==> config.mk <==
export PLATFORM = sky130hd
export DESIGN_NAME = evchk_top
export DESIGN_NICKNAME = d
export VERILOG_FILES = /design/src/rtl/evchk_pkg.sv /design/src/rtl/evchk_classify.sv /design/src/rtl/evchk_counter.sv /design/src/rtl/evchk_parser.sv /design/src/rtl/evchk_top.sv
export SDC_FILE = /design/constraint.sdc
export NUM_CORES = 1
export LEC_CHECK = 0
export ABC_AREA = 1
export ABC_CLOCK_PERIOD_IN_PS = 4150
export BUFFER_PORTS_ARGS = -buffer_cell sky130_fd_sc_hd__clkbuf_2
export CAP_MARGIN = 5
export CORE_MARGIN = 5
export CORE_UTILIZATION = 38
export DETAILED_ROUTE_END_ITERATION = 8
export GPL_TIMING_DRIVEN = 1
export HOLD_SLACK_MARGIN = 0.1
export PLACE_DENSITY = 0.69
export SYNTH_ARGS = -nofsm -noshare
export SYNTH_HDL_FRONTEND = slang
export SYNTH_SLANG_ARGS = --single-unit
==> constraint.sdc <==
create_clock -name clk -period 4.15 [get_ports clk]
set_input_delay 0.2075 -clock clk [delete_from_list [all_inputs] [get_ports clk]]
set_output_delay 0.2075 -clock clk [all_outputs]
set_load 0.005 [all_outputs]
==> src/rtl/evchk_pkg.sv <==
package evchk_pkg;
  typedef enum logic [1:0] {W_DATA, W_HDR, W_START, W_END} wkind_e;
  typedef enum logic [1:0] {P_IDLE, P_HDR, P_DATA, P_CKS} pstate_e;

  localparam int NCNT = 6;
  localparam int ST_W = 7;
  // counter slots, also the low status bit positions
  localparam int C_START = 0;
  localparam int C_HDR   = 1;
  localparam int C_DATA  = 2;
  localparam int C_CKS   = 3;
  localparam int C_END   = 4;
  localparam int C_PAR   = 5;
  localparam int ST_CKBAD = 6;
endpackage

==> src/rtl/evchk_classify.sv <==
module evchk_classify
  import evchk_pkg::*;
(
  input  logic [31:0] word_i,
  output wkind_e      kind_o,
  output logic        par_bad_o
);
  always_comb begin
    if (!word_i[31])      kind_o = W_DATA;
    else if (!word_i[30]) kind_o = W_HDR;
    else if (word_i[29])  kind_o = W_END;
    else                  kind_o = W_START;
  end

  // even parity over bits 30:0
  assign par_bad_o = ^word_i[30:0];
endmodule

==> src/rtl/evchk_counter.sv <==
module evchk_counter #(
  parameter int CNT_W = 16,
  parameter int INC_W = 8
) (
  input  logic             clk,
  input  logic             rst,
  input  logic             clr,
  input  logic [INC_W-1:0] inc_i,
  output logic [CNT_W-1:0] cnt_o
);
  localparam int SW = ((CNT_W > INC_W) ? CNT_W : INC_W) + 1;
  localparam logic [SW-1:0] MAXV = SW'({CNT_W{1'b1}});

  logic [CNT_W-1:0] cnt_q;
  logic [SW-1:0]    sum;

  assign sum = SW'(cnt_q) + SW'(inc_i);

  always_ff @(posedge clk) begin
    if (rst || clr)        cnt_q <= '0;
    else if (sum > MAXV)   cnt_q <= {CNT_W{1'b1}};
    else                   cnt_q <= sum[CNT_W-1:0];
  end

  assign cnt_o = cnt_q;


  monotone_chk: assert property (@(posedge clk) disable iff (rst)
    !clr |=> cnt_q >= $past(cnt_q));


  sat_hold_chk: assert property (@(posedge clk) disable iff (rst)
    (cnt_q == {CNT_W{1'b1}}) && !clr |=> cnt_q == {CNT_W{1'b1}});


  clear_chk: assert property (@(posedge clk) disable iff (rst)
    clr |=> cnt_q == '0);
endmodule

==> src/rtl/evchk_parser.sv <==
module evchk_parser
  import evchk_pkg::*;
#(
  parameter int SAMP_W = 8,
  parameter int BRD_W  = 4,
  parameter int FRM_W  = BRD_W + 2,
  parameter int INC_W  = 8
) (
  input  logic                        clk,
  input  logic                        rst,
  input  logic                        in_valid,
  input  logic [30:0]                 in_low,
  input  wkind_e                      kind,
  input  logic                        par_bad,
  input  logic [SAMP_W-1:0]           cfg_samples,
  input  logic [BRD_W-1:0]            cfg_boards,
  output logic [NCNT-1:0][INC_W-1:0]  inc_o,
  output logic                        done_o,
  output logic [ST_W-1:0]             status_o
);
  localparam logic [INC_W-1:0] ONE = INC_W'(1);

  pstate_e               state_q, st_n;
  logic [FRM_W-1:0]      frames_q, frm_n, frm_inc, exp_frm;
  logic [SAMP_W-1:0]     dcnt_q, dcnt_n, dbase;
  logic [30:0]           xor_q, x_n, xbase;
  logic [ST_W-1:0]       ev_q, ev_n, flg_upd, stat_n;
  logic [NCNT-1:0][INC_W-1:0] inc, inc_q;
  logic                  done_n, open, close, take, cks_bad, tail_cks;
  logic [INC_W-1:0]      tail_short, hdr_short;
  logic [SAMP_W:0]       dnext;

  assign exp_frm  = FRM_W'({cfg_boards, 1'b0});
  assign frm_inc  = (&frames_q) ? frames_q : frames_q + 1'b1;
  assign hdr_short = (exp_frm > frames_q) ? INC_W'(exp_frm - frames_q) : '0;
  assign open     = (state_q != P_IDLE);
  assign tail_short = (state_q == P_DATA) ? INC_W'(cfg_samples - dcnt_q) : '0;
  assign tail_cks = (state_q == P_DATA) || (state_q == P_CKS);
  assign dnext    = {1'b0, dbase} + 1'b1;

  always_comb begin
    inc     = '0;
    st_n    = state_q;
    frm_n   = frames_q;
    dcnt_n  = dcnt_q;
    x_n     = xor_q;
    stat_n  = status_o;
    done_n  = 1'b0;
    close   = 1'b0;
    cks_bad = 1'b0;
    take    = 1'b0;
    xbase   = xor_q;
    dbase   = dcnt_q;
    if (in_valid) begin
      unique case (kind)
        W_START: begin
          if (open) begin
            inc[C_END] = ONE;
            close      = 1'b1;
          end else begin
            st_n = P_HDR;
          end
        end
        W_END: begin
          if (!open) inc[C_START] = ONE;
          close = 1'b1;
        end
        W_HDR: begin
          if (!open) inc[C_START] = ONE;
          inc[C_DATA] = tail_short;
          inc[C_CKS]  = INC_W'(tail_cks);
          frm_n  = frm_inc;
          dcnt_n = '0;
          x_n    = '0;
          st_n   = (cfg_samples == '0) ? P_CKS : P_DATA;
        end
        default: begin
          if (state_q == P_CKS) begin
            cks_bad = (in_low != xor_q);
            st_n    = P_HDR;
          end else if (state_q == P_DATA) begin
            take = 1'b1;
          end else begin
            if (!open) inc[C_START] = ONE;
            inc[C_HDR] = ONE;
            frm_n = frm_inc;
            xbase = '0;
            dbase = '0;
            take  = 1'b1;
          end
        end
      endcase
      if (take) begin
        inc[C_PAR] = INC_W'(par_bad);
        x_n    = xbase ^ in_low;
        dcnt_n = dnext[SAMP_W-1:0];
        st_n   = (dnext >= {1'b0, cfg_samples}) ? P_CKS : P_DATA;
      end
      if (close) begin
        inc[C_DATA] = tail_short;
        inc[C_CKS]  = INC_W'(tail_cks);
        inc[C_HDR]  = hdr_short;
      end
    end
    flg_upd = ev_q | {cks_bad, inc[C_PAR] != '0, inc[C_END] != '0,
                      inc[C_CKS] != '0, inc[C_DATA] != '0,
                      inc[C_HDR] != '0, inc[C_START] != '0};
    ev_n = flg_upd;
    if (close) begin
      done_n = 1'b1;
      stat_n = flg_upd;
      ev_n   = '0;
      frm_n  = '0;
      dcnt_n = '0;
      x_n    = '0;
      st_n   = (kind == W_START) ? P_HDR : P_IDLE;
    end
  end

  always_ff @(posedge clk) begin
    if (rst) begin
      state_q  <= P_IDLE;
      frames_q <= '0;
      dcnt_q   <= '0;
      xor_q    <= '0;
      ev_q     <= '0;
      inc_q    <= '0;
      done_o   <= 1'b0;
      status_o <= '0;
    end else begin
      state_q  <= st_n;
      frames_q <= frm_n;
      dcnt_q   <= dcnt_n;
      xor_q    <= x_n;
      ev_q     <= ev_n;
      inc_q    <= inc;
      done_o   <= done_n;
      status_o <= stat_n;
    end
  end

  assign inc_o = inc_q;


  missing_end_chk: assert property (@(posedge clk) disable iff (rst)
    in_valid && (kind == W_START) && (state_q != P_IDLE)
      |=> done_o && status_o[C_END]);


  close_done_chk: assert property (@(posedge clk) disable iff (rst)
    in_valid && (kind == W_END) |=> done_o);


  data_range_chk: assert property (@(posedge clk) disable iff (rst)
    (state_q == P_DATA) |-> ({1'b0, dcnt_q} < {1'b0, cfg_samples}));
endmodule

==> src/rtl/evchk_top.sv <==
module evchk_top
  import evchk_pkg::*;
#(
  parameter int SAMP_W = 8,
  parameter int BRD_W  = 4,
  parameter int CNT_W  = 16
) (
  input  logic              clk,
  input  logic              rst,
  input  logic              clr_cnt,
  input  logic              in_valid,
  input  logic [31:0]       in_word,
  input  logic [SAMP_W-1:0] cfg_samples,
  input  logic [BRD_W-1:0]  cfg_boards,
  output logic              ev_done,
  output logic [6:0]        ev_status,
  output logic [CNT_W-1:0]  cnt_nostart,
  output logic [CNT_W-1:0]  cnt_nohdr,
  output logic [CNT_W-1:0]  cnt_nodata,
  output logic [CNT_W-1:0]  cnt_nocks,
  output logic [CNT_W-1:0]  cnt_noend,
  output logic [CNT_W-1:0]  cnt_parity
);
  localparam int FRM_W = BRD_W + 2;
  localparam int INC_W = (SAMP_W > FRM_W) ? SAMP_W : FRM_W;

  wkind_e                     kind;
  logic                       par_bad;
  logic [NCNT-1:0][INC_W-1:0] inc;
  logic [NCNT-1:0][CNT_W-1:0] cnt;

  evchk_classify u_cls (
    .word_i    (in_word),
    .kind_o    (kind),
    .par_bad_o (par_bad)
  );

  evchk_parser #(
    .SAMP_W (SAMP_W),
    .BRD_W  (BRD_W),
    .FRM_W  (FRM_W),
    .INC_W  (INC_W)
  ) u_prs (
    .clk         (clk),
    .rst         (rst),
    .in_valid    (in_valid),
    .in_low      (in_word[30:0]),
    .kind        (kind),
    .par_bad     (par_bad),
    .cfg_samples (cfg_samples),
    .cfg_boards  (cfg_boards),
    .inc_o       (inc),
    .done_o      (ev_done),
    .status_o    (ev_status)
  );

  for (genvar i = 0; i < NCNT; i++) begin : g_cnt
    evchk_counter #(
      .CNT_W (CNT_W),
      .INC_W (INC_W)
    ) u_cnt (
      .clk   (clk),
      .rst   (rst),
      .clr   (clr_cnt),
      .inc_i (inc[i]),
      .cnt_o (cnt[i])
    );
  end

  assign cnt_nostart = cnt[C_START];
  assign cnt_nohdr   = cnt[C_HDR];
  assign cnt_nodata  = cnt[C_DATA];
  assign cnt_nocks   = cnt[C_CKS];
  assign cnt_noend   = cnt[C_END];
  assign cnt_parity  = cnt[C_PAR];
endmodule

; Yosys cells after proc, flatten, opt, wreduce, memory -nomap -nowiden
; Index checks and enable logic that the tools add are counted.
[classes]
n_eq_ne = 10
n_reduce_logical = 22
n_bitwise = 3
mux = 58
order_cmp = 8
n_addsub = 10
[ops]
columns = op, count
row1 = $mux W31, 6
row2 = $mux W16, 7
row3 = $add A16 B8 Y17, 6
row4 = $gt A17 B16 Y1 const B, 6
row5 = $mux W8, 9
row6 = $mux W48, 1
row7 = $reduce_bool A8 Y1, 6
row8 = $ne A31 B31 Y1, 1
row9 = $reduce_xor A31 Y1, 1
row10 = $xor A31 B31 Y31, 1
row11 = $mux W1, 18
row12 = $mux W6, 3
row13 = $mux W9, 2
row14 = $mux W17, 1
row15 = $pmux W8 S2, 1
row16 = $mux W2, 7
row17 = $pmux W6 S2, 1
row18 = $add A8 B1 Y9 const B, 1
row19 = $ge A9 B8 Y1, 1
row20 = $eq A2 B2 Y1 const B, 4
row21 = $logic_not A8 Y1, 1
row22 = $reduce_and A4 Y1, 2
row23 = $sub A8 B8 Y8, 1
row24 = $or A7 B7 Y7, 1
row25 = other kinds (17), 23
[totals]
ff_bits = 206
output_inout_bits = 104
elab_cells = 130

; Longest topological paths before layout
; Gate-level depths: netlist of the first run.
[depth]
depth_word = 13
ltp_mapped = 16
depth_no_buf = 16

; Cells and area by module
; From an unflattened synthesis of the first run, not the netlist that was laid out.
[hier_totals]
hier_cells = 2013
area_unflattened_um2 = 12978.7
[by_module_without_submodules]
columns = mod, area_each_um2, instances, cells_each
row1 = evchk_parser, 4988.5, 1, 720
row2 = evchk_counter (g_cnt[1].u_cnt ...), 1202.4, 3, 187
row3 = evchk_counter (g_cnt[0].u_cnt ...), 1208.7, 2, 184
row4 = evchk_counter (g_cnt[3].u_cnt), 1251.2, 1, 191
row5 = evchk_classify, 714.4, 1, 173

; Least setup slack after synthesis of the first run
; No wires, ideal clock.
[synth_path]
kind = flip-flop to flip-flop
from = reg u_prs.state_q[1]
to = reg u_prs.state_q[0]
synth_period_minus_slack_ns = 2.171
required_time_ns = 4.018
path_buffers = 0
slack_ns = 1.979
t_arrival_ns = 2.039
stages_incl_launch_ff = 16
path_cell_list = dfxtp_1 > inv_2 > nand3_4 > nand2_1 > inv_1 > ha_1 > nand4_1 > nor2_1 > xor2_1 > ha_1 > nand2_1 > nor3_1 > nor2_1 > nand3_1 > o21ai_0 > a21oi_1
[synth_between]
elab_chain_len = 11
word_cells_on_any_way = 25
[synth_lines]
columns = item, line_no
row1 = start: declaration, evchk_parser.sv:23  ; pstate_e state_q, st_n;
row2 = start signal: assignment, evchk_parser.sv:131  ; state_q <= st_n;
row3 = $eq A2 B2 Y1, evchk_parser.sv:81  ; end else if (state_q == P_DATA) begin
row4 = $mux W8, evchk_parser.sv:81
row5 = $mux W8, evchk_parser.sv:78  ; if (state_q == P_CKS) begin
row6 = $mux W8, evchk_parser.sv:55  ; unique case (kind)
row7 = $mux W8, evchk_parser.sv:54  ; if (in_valid) begin
row8 = $add A8 B1 Y9, evchk_parser.sv:39  ; assign dnext = {1'b0, dbase} + 1'b1;
row9 = $ge A9 B8 Y1, evchk_parser.sv:97  ; st_n = (dnext >= {1'b0, cfg_samples}) ? P_CKS : P_DATA;
row10 = $mux W1, evchk_parser.sv:97
row11 = $mux W2, evchk_parser.sv:93  ; if (take) begin
row12 = $mux W2, evchk_parser.sv:54
row13 = $mux W2, evchk_parser.sv:109  ; if (close) begin
; Several ways; a longest one is shown, not always the timed one. The select of a mux whose other input is x is not followed.
; A chain may end at the register's enable or synchronous reset.

; Worst setup path in the final report of the first run
; Same ends and word-level chain as after synthesis.

==> run metrics, run 1 <==
status=complete, no violations; DP HPWL=approximately 19000 um; Die X=roughly 170 um; Yosys top cell area share=a little over a third; Slew @ Worst Pin=about 0.95 ns; critical path launch point type=flop; Max rail drop VDD=about 0.00019 V; fin nets=1708; LEAKAGE=5.51 nW; Area after DPL=approximately 11000 sq um; PwrDens=approximately 320 nW/um^2; die area=around 30000 sq um; Synth area leader=dfxtp_1; DRT antenna net count=0; final hold violations=0; R2R Path Start=u_prs.state_q[1]; layout cell share with drive strength beyond 1=between 10% and 20%; antenna violations before repair=0; RSZ-0062 raised after global routing=no; grt ovf=0; crit path to=u_prs.state_q[0]; # IOs=152; DR pass1 iterations=5; Crit. Startpoint=u_prs.state_q[1]; clk slew on worst S/H paths=~0.080 ns; Clock Tree Root=clkbuf_16; clock buffer depth=2; Synth Cell Area=10200 sq um; fillcell total=between 2000 and 3000; Layout area overhead=16.3%; Skew-Pair Late Insertion Delay=0.43 ns; top_reg_cell synth=dfxtp_1; sequential-to-total area share from yosys stat=approximately a third; YS warnings=0; largest net degree at the start of global routing=between 40 and 50; FF-to-FF End=u_prs.state_q[0]; fin. max-slew vios=0; synthesized net count=about 1600; clock skew=between 0.01 and 0.015 ns; number of gates resized after CTS=0; syn_area_per_cell=6.94 sq um; GRT Total Usage=16.4%; Routed Wire Length=around 25000 um; Multi-input gate area=between 5000 and 6000 sq um; IO buf count=~150; dominant cells by area after synthesis=dfxtp_1 (35%), nand2_1 (14%), a21oi_1 (7.9%); cts hold-fix bufs=0; register area=about 3500 sq um; vias=between 9000 and 10000; initial DRC count=around 480; Vias/cell=4.89; fin crit share=approximately 60%; n_diodes=0; routed len/inst=between 10 and 15 um; final setup TNS=0 ns; Fmax=between 0.4 and 0.5 GHz; Gate Count Post-Synth=~1500; Num CTS Buffers=17; top cells by count, synth=nand2_1 (387), inv_1 (185), dfxtp_1 (177); Max Cap Violations=0; first-pass GRT wire length=between 40000 and 50000 um; chip height=roughly 170 um; design area=around 12000 sq um; Sink Count=177; routability cong.=about 0.9; Hold/Removal Path Class=in2reg; asr flop ratio synth=0%; core area=approximately 27000 sq um; WS Path Type=reg2reg; register bit total from synthesis=around 180; synth unique cells=49; number of synthesized flops with an enable pin=0; Finish-stage setup viols=0; top-count cell post-synth=nand2_1; Worst Reg-to-Reg Cells=15; Starting Density=a little under two fifths; # Post-CTS Setup Buffers=0; CP Data Required Time=4.44 ns; Max-slew headroom=36.6%; H-tree levels=4; critical path arrival=about 2.8 ns; DR DRC count=0; register-to-register setup slack=about 1.7 ns; nature of the critical path endpoint=flop; # rows=60; vias in the first global route=just under 9000; CTS tree=done; highest net fanout along the worst path=10; final worst path period need=~2.5 ns
[per-stage QoR]
stage / total power [mW] / hold slack (ns) / setup slack (ns) / util (%) / instances
6_report: 3.81 / 0.160 / 1.68 / 44.5 / 1964
5_1_grt: 4.00 / 0.170 / 1.37 / 44.5 / 1964
4_1_cts: 3.86 / 0.144 / 1.68 / 44.5 / 1964
3_5_place_dp: 2.20 / 0.446 / 1.70 / 42.2 / 1932
3_3_place_gp: 2.19 / 0.432 / 1.77 / 42.2 / 1932
2_1_floorplan: 2.08 / 0.304 / 1.98 / - / 1468
[worst max-delay path, cell delays in order (launching register included)]
cell	delay (ns)
dfxtp_1	0.39
inv_2	0.09
nand3_4	0.13
nand2_1	0.09
inv_1	0.08
ha_1	0.19
nand4_1	0.15
nor2_1	0.18
xor2_1	0.22
ha_1	0.29
nand2_1	0.08
nor3_1	0.05
nor2_1	0.09
nand3_1	0.08
o21ai_0	0.16
a21oi_1	0.08
[logic make-up after synthesis]
kind of cell	Yosys count	synth area share (%)
buf+inv	228	8.95
other cells	1	0.0368
flops	177	34.8
fa+ha+maj	50	6.43
compound gates	267	14.1
xor+xnor	87	7.47
simple gates	658	28.3
[state kept, by name, summed over array words and instances, names as in the netlist]
| signal | flops |
|---|---|
| u_prs.frames_q | 6 |
| u_prs.dcnt_q | 8 |
| u_prs.state_q | 2 |
| u_prs.ev_q | 7 |
| g_cnt.u_cnt.cnt_o | 96 |
| u_prs.status_o | 7 |
| u_prs.done_o | 1 |
| u_prs.xor_q | 31 |
| u_prs.inc_o | 19 |
[layout by cell type (no fill, tap or decap), types with 5 or more instances in the layout]
master,count
nand2_1,387
inv_1,184
dfxtp_1,177
a21oi_1,160
clkbuf_2,151
nor2_1,102
nand3_1,81
o21ai_0,62
xor2_1,57
ha_1,46
xnor2_1,30
nor3_1,21
nand4_1,19
clkbuf_16,17
a31oi_1,14
a211oi_1,10
inv_2,8
nand2_2,7
clkinv_8,6
inv_6,6
buf_4,6
nor3_2,5
and3_1,5
nand3b_1,5
a21o_1,5
[report_power, final]
group	internal [mW]	switching (mW)
registers	1.73	0.0275
clock network	0.838	0.817
logic	0.137	0.261
[how the worst min path moves through the flow]
stage,end,cells past startpoint,startpoint,slack (ns)
floorplan,u_prs.done_o,1,rst,0.30
global placement,u_prs.ev_q[3],2,u_prs.ev_q[3],0.43
detailed placement,u_prs.status_o[6],2,u_prs.status_o[6],0.45
CTS,u_prs.xor_q[15],4,in_word[15],0.14
global route,u_prs.xor_q[15],4,in_word[15],0.17
finish,u_prs.xor_q[15],4,in_word[15],0.16
[layer usage]
layer / global-route usage [%] / vias to the layer above / share of wire (%)
met3: 3.56 / 17 / 5.5
met4: 3.66 / 0 / 1.0
met1: 21.6 / 4335 / 48
met5: 0 / - / 0
li1: - / 5042 / -
met2: 27.7 / 219 / 46
[final cells by class]
| class | count | share of cell area, % |
|---|---|---|
| inverter | 194 | 6.16 |
| tap | 341 | 3.60 |
| clock inverter | 14 | 1.50 |
| clock buffer | 18 | 3.70 |
| timing repair buffer | 157 | 6.75 |
| multi-input combinational | 1063 | 48.4 |
| sequential | 177 | 29.9 |
Power figures use the tool's default switching activity.
==> inputs of run 2 (changes only) <==
--- a/config.mk
+++ b/config.mk
@@ -5,8 +5,8 @@
 export SDC_FILE = /design/constraint.sdc
 export NUM_CORES = 1
 export LEC_CHECK = 0
-export ABC_AREA = 1
-export ABC_CLOCK_PERIOD_IN_PS = 4150
+export ABC_AREA = 0
+export ABC_CLOCK_PERIOD_IN_PS = 2000
 export BUFFER_PORTS_ARGS = -buffer_cell sky130_fd_sc_hd__clkbuf_2
 export CAP_MARGIN = 5
 export CORE_MARGIN = 5
@@ -14,7 +14,7 @@
 export DETAILED_ROUTE_END_ITERATION = 8
 export GPL_TIMING_DRIVEN = 1
 export HOLD_SLACK_MARGIN = 0.1
-export PLACE_DENSITY = 0.69
+export PLACE_DENSITY = 0.72
 export SYNTH_ARGS = -nofsm -noshare
 export SYNTH_HDL_FRONTEND = slang
 export SYNTH_SLANG_ARGS = --single-unit
==> constraint.sdc (replaced) <==
create_clock -name clk -period 2 [get_ports clk]
set_input_delay 0.1 -clock clk [delete_from_list [all_inputs] [get_ports clk]]
set_output_delay 0.1 -clock clk [all_outputs]
set_load 0.005 [all_outputs]
==> run 2 against run 1 <==
The flow now finishes with violations (negative setup slack). Global-route usage is 0.89 points higher. Clock skew is 0.0027 ns higher. Worst setup slack got worse by 2.1 ns. Highest routed layer unchanged. Flip-flop and latch count unchanged. Largest power group unchanged.
==> run metrics, run 2 <==
most common cell after layout, fill and taps aside=dfxtp_1; Die X=about 170 um; Hold/Removal Path Class=in2reg; CP peak stage delay=about 0.4 ns; top-count cell post-synth=dfxtp_1; status=finished, violations left; PnR worst setup slack=-0.387 ns; YS warnings=0; first-pass GRT wire length=around 39000 um; design area=about 12000 sq um; sequential-to-total area share from yosys stat=between 30% and 40%; largest net degree at the start of global routing=51; Worst Path Buf+Inv=1; fin. max-slew vios=0; final worst path period need=around 2.4 ns; routability cong.=about 0.86; layout cell share with drive strength beyond 1=27.5%; clock skew=roughly 0.015 ns; H-tree levels=4; crit-path cells=or3b_4 > nand2_4 > inv_4 > ha_4 > nand4_1 > nor3_2 > xnor2_1 > nor2_1 > ha_1 > a21o_1 > a211oi_1 > a2111oi_0; Multi-input gate area=between 5000 and 6000 sq um; initial DRC count=a little over 500; Routed Wire Length=between 20000 and 25000 um; CP Data Required Time=about 2.3 ns; final hold violations=0; clk slew on worst S/H paths=around 0.070 ns; nature of the critical path endpoint=flop; Clock Tree Root=clkbuf_16; critical path launch point type=flop; chip height=around 170 um; n_diodes=0; DRT antenna net count=0; register bit total from synthesis=~180; vias in the first global route=8077; Vias/cell=5.15; Fmax=0.419 GHz; Slowest cell on crit path=or3b_4; PwrDens=roughly 660 nW/um^2; antenna violations before repair=0; asr flop ratio synth=0%; number of synthesized flops with an enable pin=0; Gate Count Post-Synth=about 1100; Num CTS Buffers=17; RSZ-0062 raised after global routing=yes; worst hold slack=about 0.13 ns; Yosys top cell area share=38.6%; Synth Cell Area=just over 9000 sq um; register area=3560 sq um; CTS tree=done; top_reg_cell synth=dfxtp_1; routed len/inst=between 10 and 15 um; Finish-stage setup viols=22; Starting Density=about two fifths; max reg flops=between 90 and 100; critical path arrival=between 2 and 3 ns; most frequent cells in the layout=dfxtp_1 (169), clkbuf_2 (151), nor2_1 (116); Synth area leader=dfxtp_1; die area=roughly 27000 sq um; Worst path top cell family by delay=simple AND/OR/NAND/NOR gates; LEAKAGE=roughly 4.9 nW; synth unique cells=60; # IOs=152; Sink Count=about 180; DR pass1 iterations=5; DP HPWL=17300 um; grt ovf=0; highest net fanout along the worst path=3; fin crit share=119%; Max Cap Violations=0; DR DRC count=0; Total Power=8.07 mW; # rows=between 50 and 60; IO buf count=around 150; top cells by count, synth=dfxtp_1 (177), nor2_1 (120), a21oi_1 (105); Layout area overhead=32.3%; synthesized net count=1180; Max rail drop VDD=between 0.0005 and 0.0006 V; Area after DPL=10900 sq um; core area=about 24000 sq um; dominant cells by area after synthesis=dfxtp_1 (39%), xnor2_1 (8.5%), ha_1 (6.3%); fin nets=approximately 1400; clock buffer depth=2; syn_area_per_cell=8.49 sq um; final setup TNS=-3.27 ns; failing checks=negative setup slack; fillcell total=2216; GRT Total Usage=17.3%; vias=8505; Skew-Pair Late Insertion Delay=0.43 ns; WS Path Type=reg2reg
-- run 2: cell types whose count changed after synthesis, sizes merged, moves of 19 or more --
cell | previous run | this run
xnor2 | 30 | 89
clkbuf | 13 | 36
a32oi | 0 | 22
nand2 | 394 | 82
o21ai | 65 | 46
a21oi | 160 | 106
nand3 | 86 | 31
inv | 193 | 53
-- run 2: per-stage QoR --
stage	instances	worst slack (ns)	utilization [%]
after global placement	1585	-0.326	46.3
after floorplan	1082	-0.430	-
after detailed placement	1585	-0.399	46.3
final	1650	-0.387	51.4
after global routing	1650	-0.467	51.4
after CTS	1648	-0.328	50.6
-- run 2: where the power goes --
group	switching [mW]	internal, mW
Clock	1.66	1.70
Combinational	0.581	0.474
Sequential	0.0564	3.59
-- run 2: final timing paths --
kind / start / end / slack [ns] / cells past startpoint
worst max-delay path: u_prs.state_q[1] / u_prs.state_q[0] / -0.39 / 12
worst min-delay path: in_word[30] / u_prs.xor_q[30] / 0.13 / 3
worst max register to register: u_prs.state_q[1] / u_prs.state_q[0] / -0.39 / 12
worst min register to register: u_prs.ev_q[1] / u_prs.ev_q[1] / 0.46 / 2
-- run 2: timing repair --
item | 4_1_cts | 5_1_grt
hold buffers | 25 | 0
hold endpoints to repair | 29 | 0
setup endpoints to repair | 37 | 66
setup buffers | 6 | 4
pin swaps | 18 | 36
gates resized for setup | 28 | 47
-- run 2: routing by layer --
layer,track usage [%],part of all wire (%),vias to the layer above
met5,0,0,-
met4,4.12,1.2,0
met3,4.29,6.8,28
met2,29.4,48,225
met1,22.2,44,3990
li1,-,-,4262
-- run 2: cell type report --
type	count	area share [%]
timing repair buffer	265	14.4
tap	319	3.29
clock buffer	17	3.50
inverter	53	1.68
clock inverter	15	1.52
sequential	177	29.3
multi-input combinational	804	46.3
-- run 2: worst reg2reg max path: stages (launching register included) --
cell and delay, ns:
dfxtp_2 0.33, or3b_4 0.41, nand2_4 0.09, inv_4 0.04
ha_4 0.16, nand4_1 0.11, nor3_2 0.06, xnor2_1 0.13
nor2_1 0.08, ha_1 0.30, a21o_1 0.11, a211oi_1 0.06
a2111oi_0 0.38
-- run 2: cells by family (layout without fill, tap and decap cells) --
logic type      count (synthesis)  count (layout)  synth area share [%]
buf+inv                       101             350                  4.25
simple gates                  346             346                  17.9
compound gates                258             258                  17.8
xor+xnor                      144             144                  13.7
other cells                     1               1                0.0408
mux                             5               5                 0.559
flops                         177             177                  38.6
fa+ha+maj                      50              50                  7.14
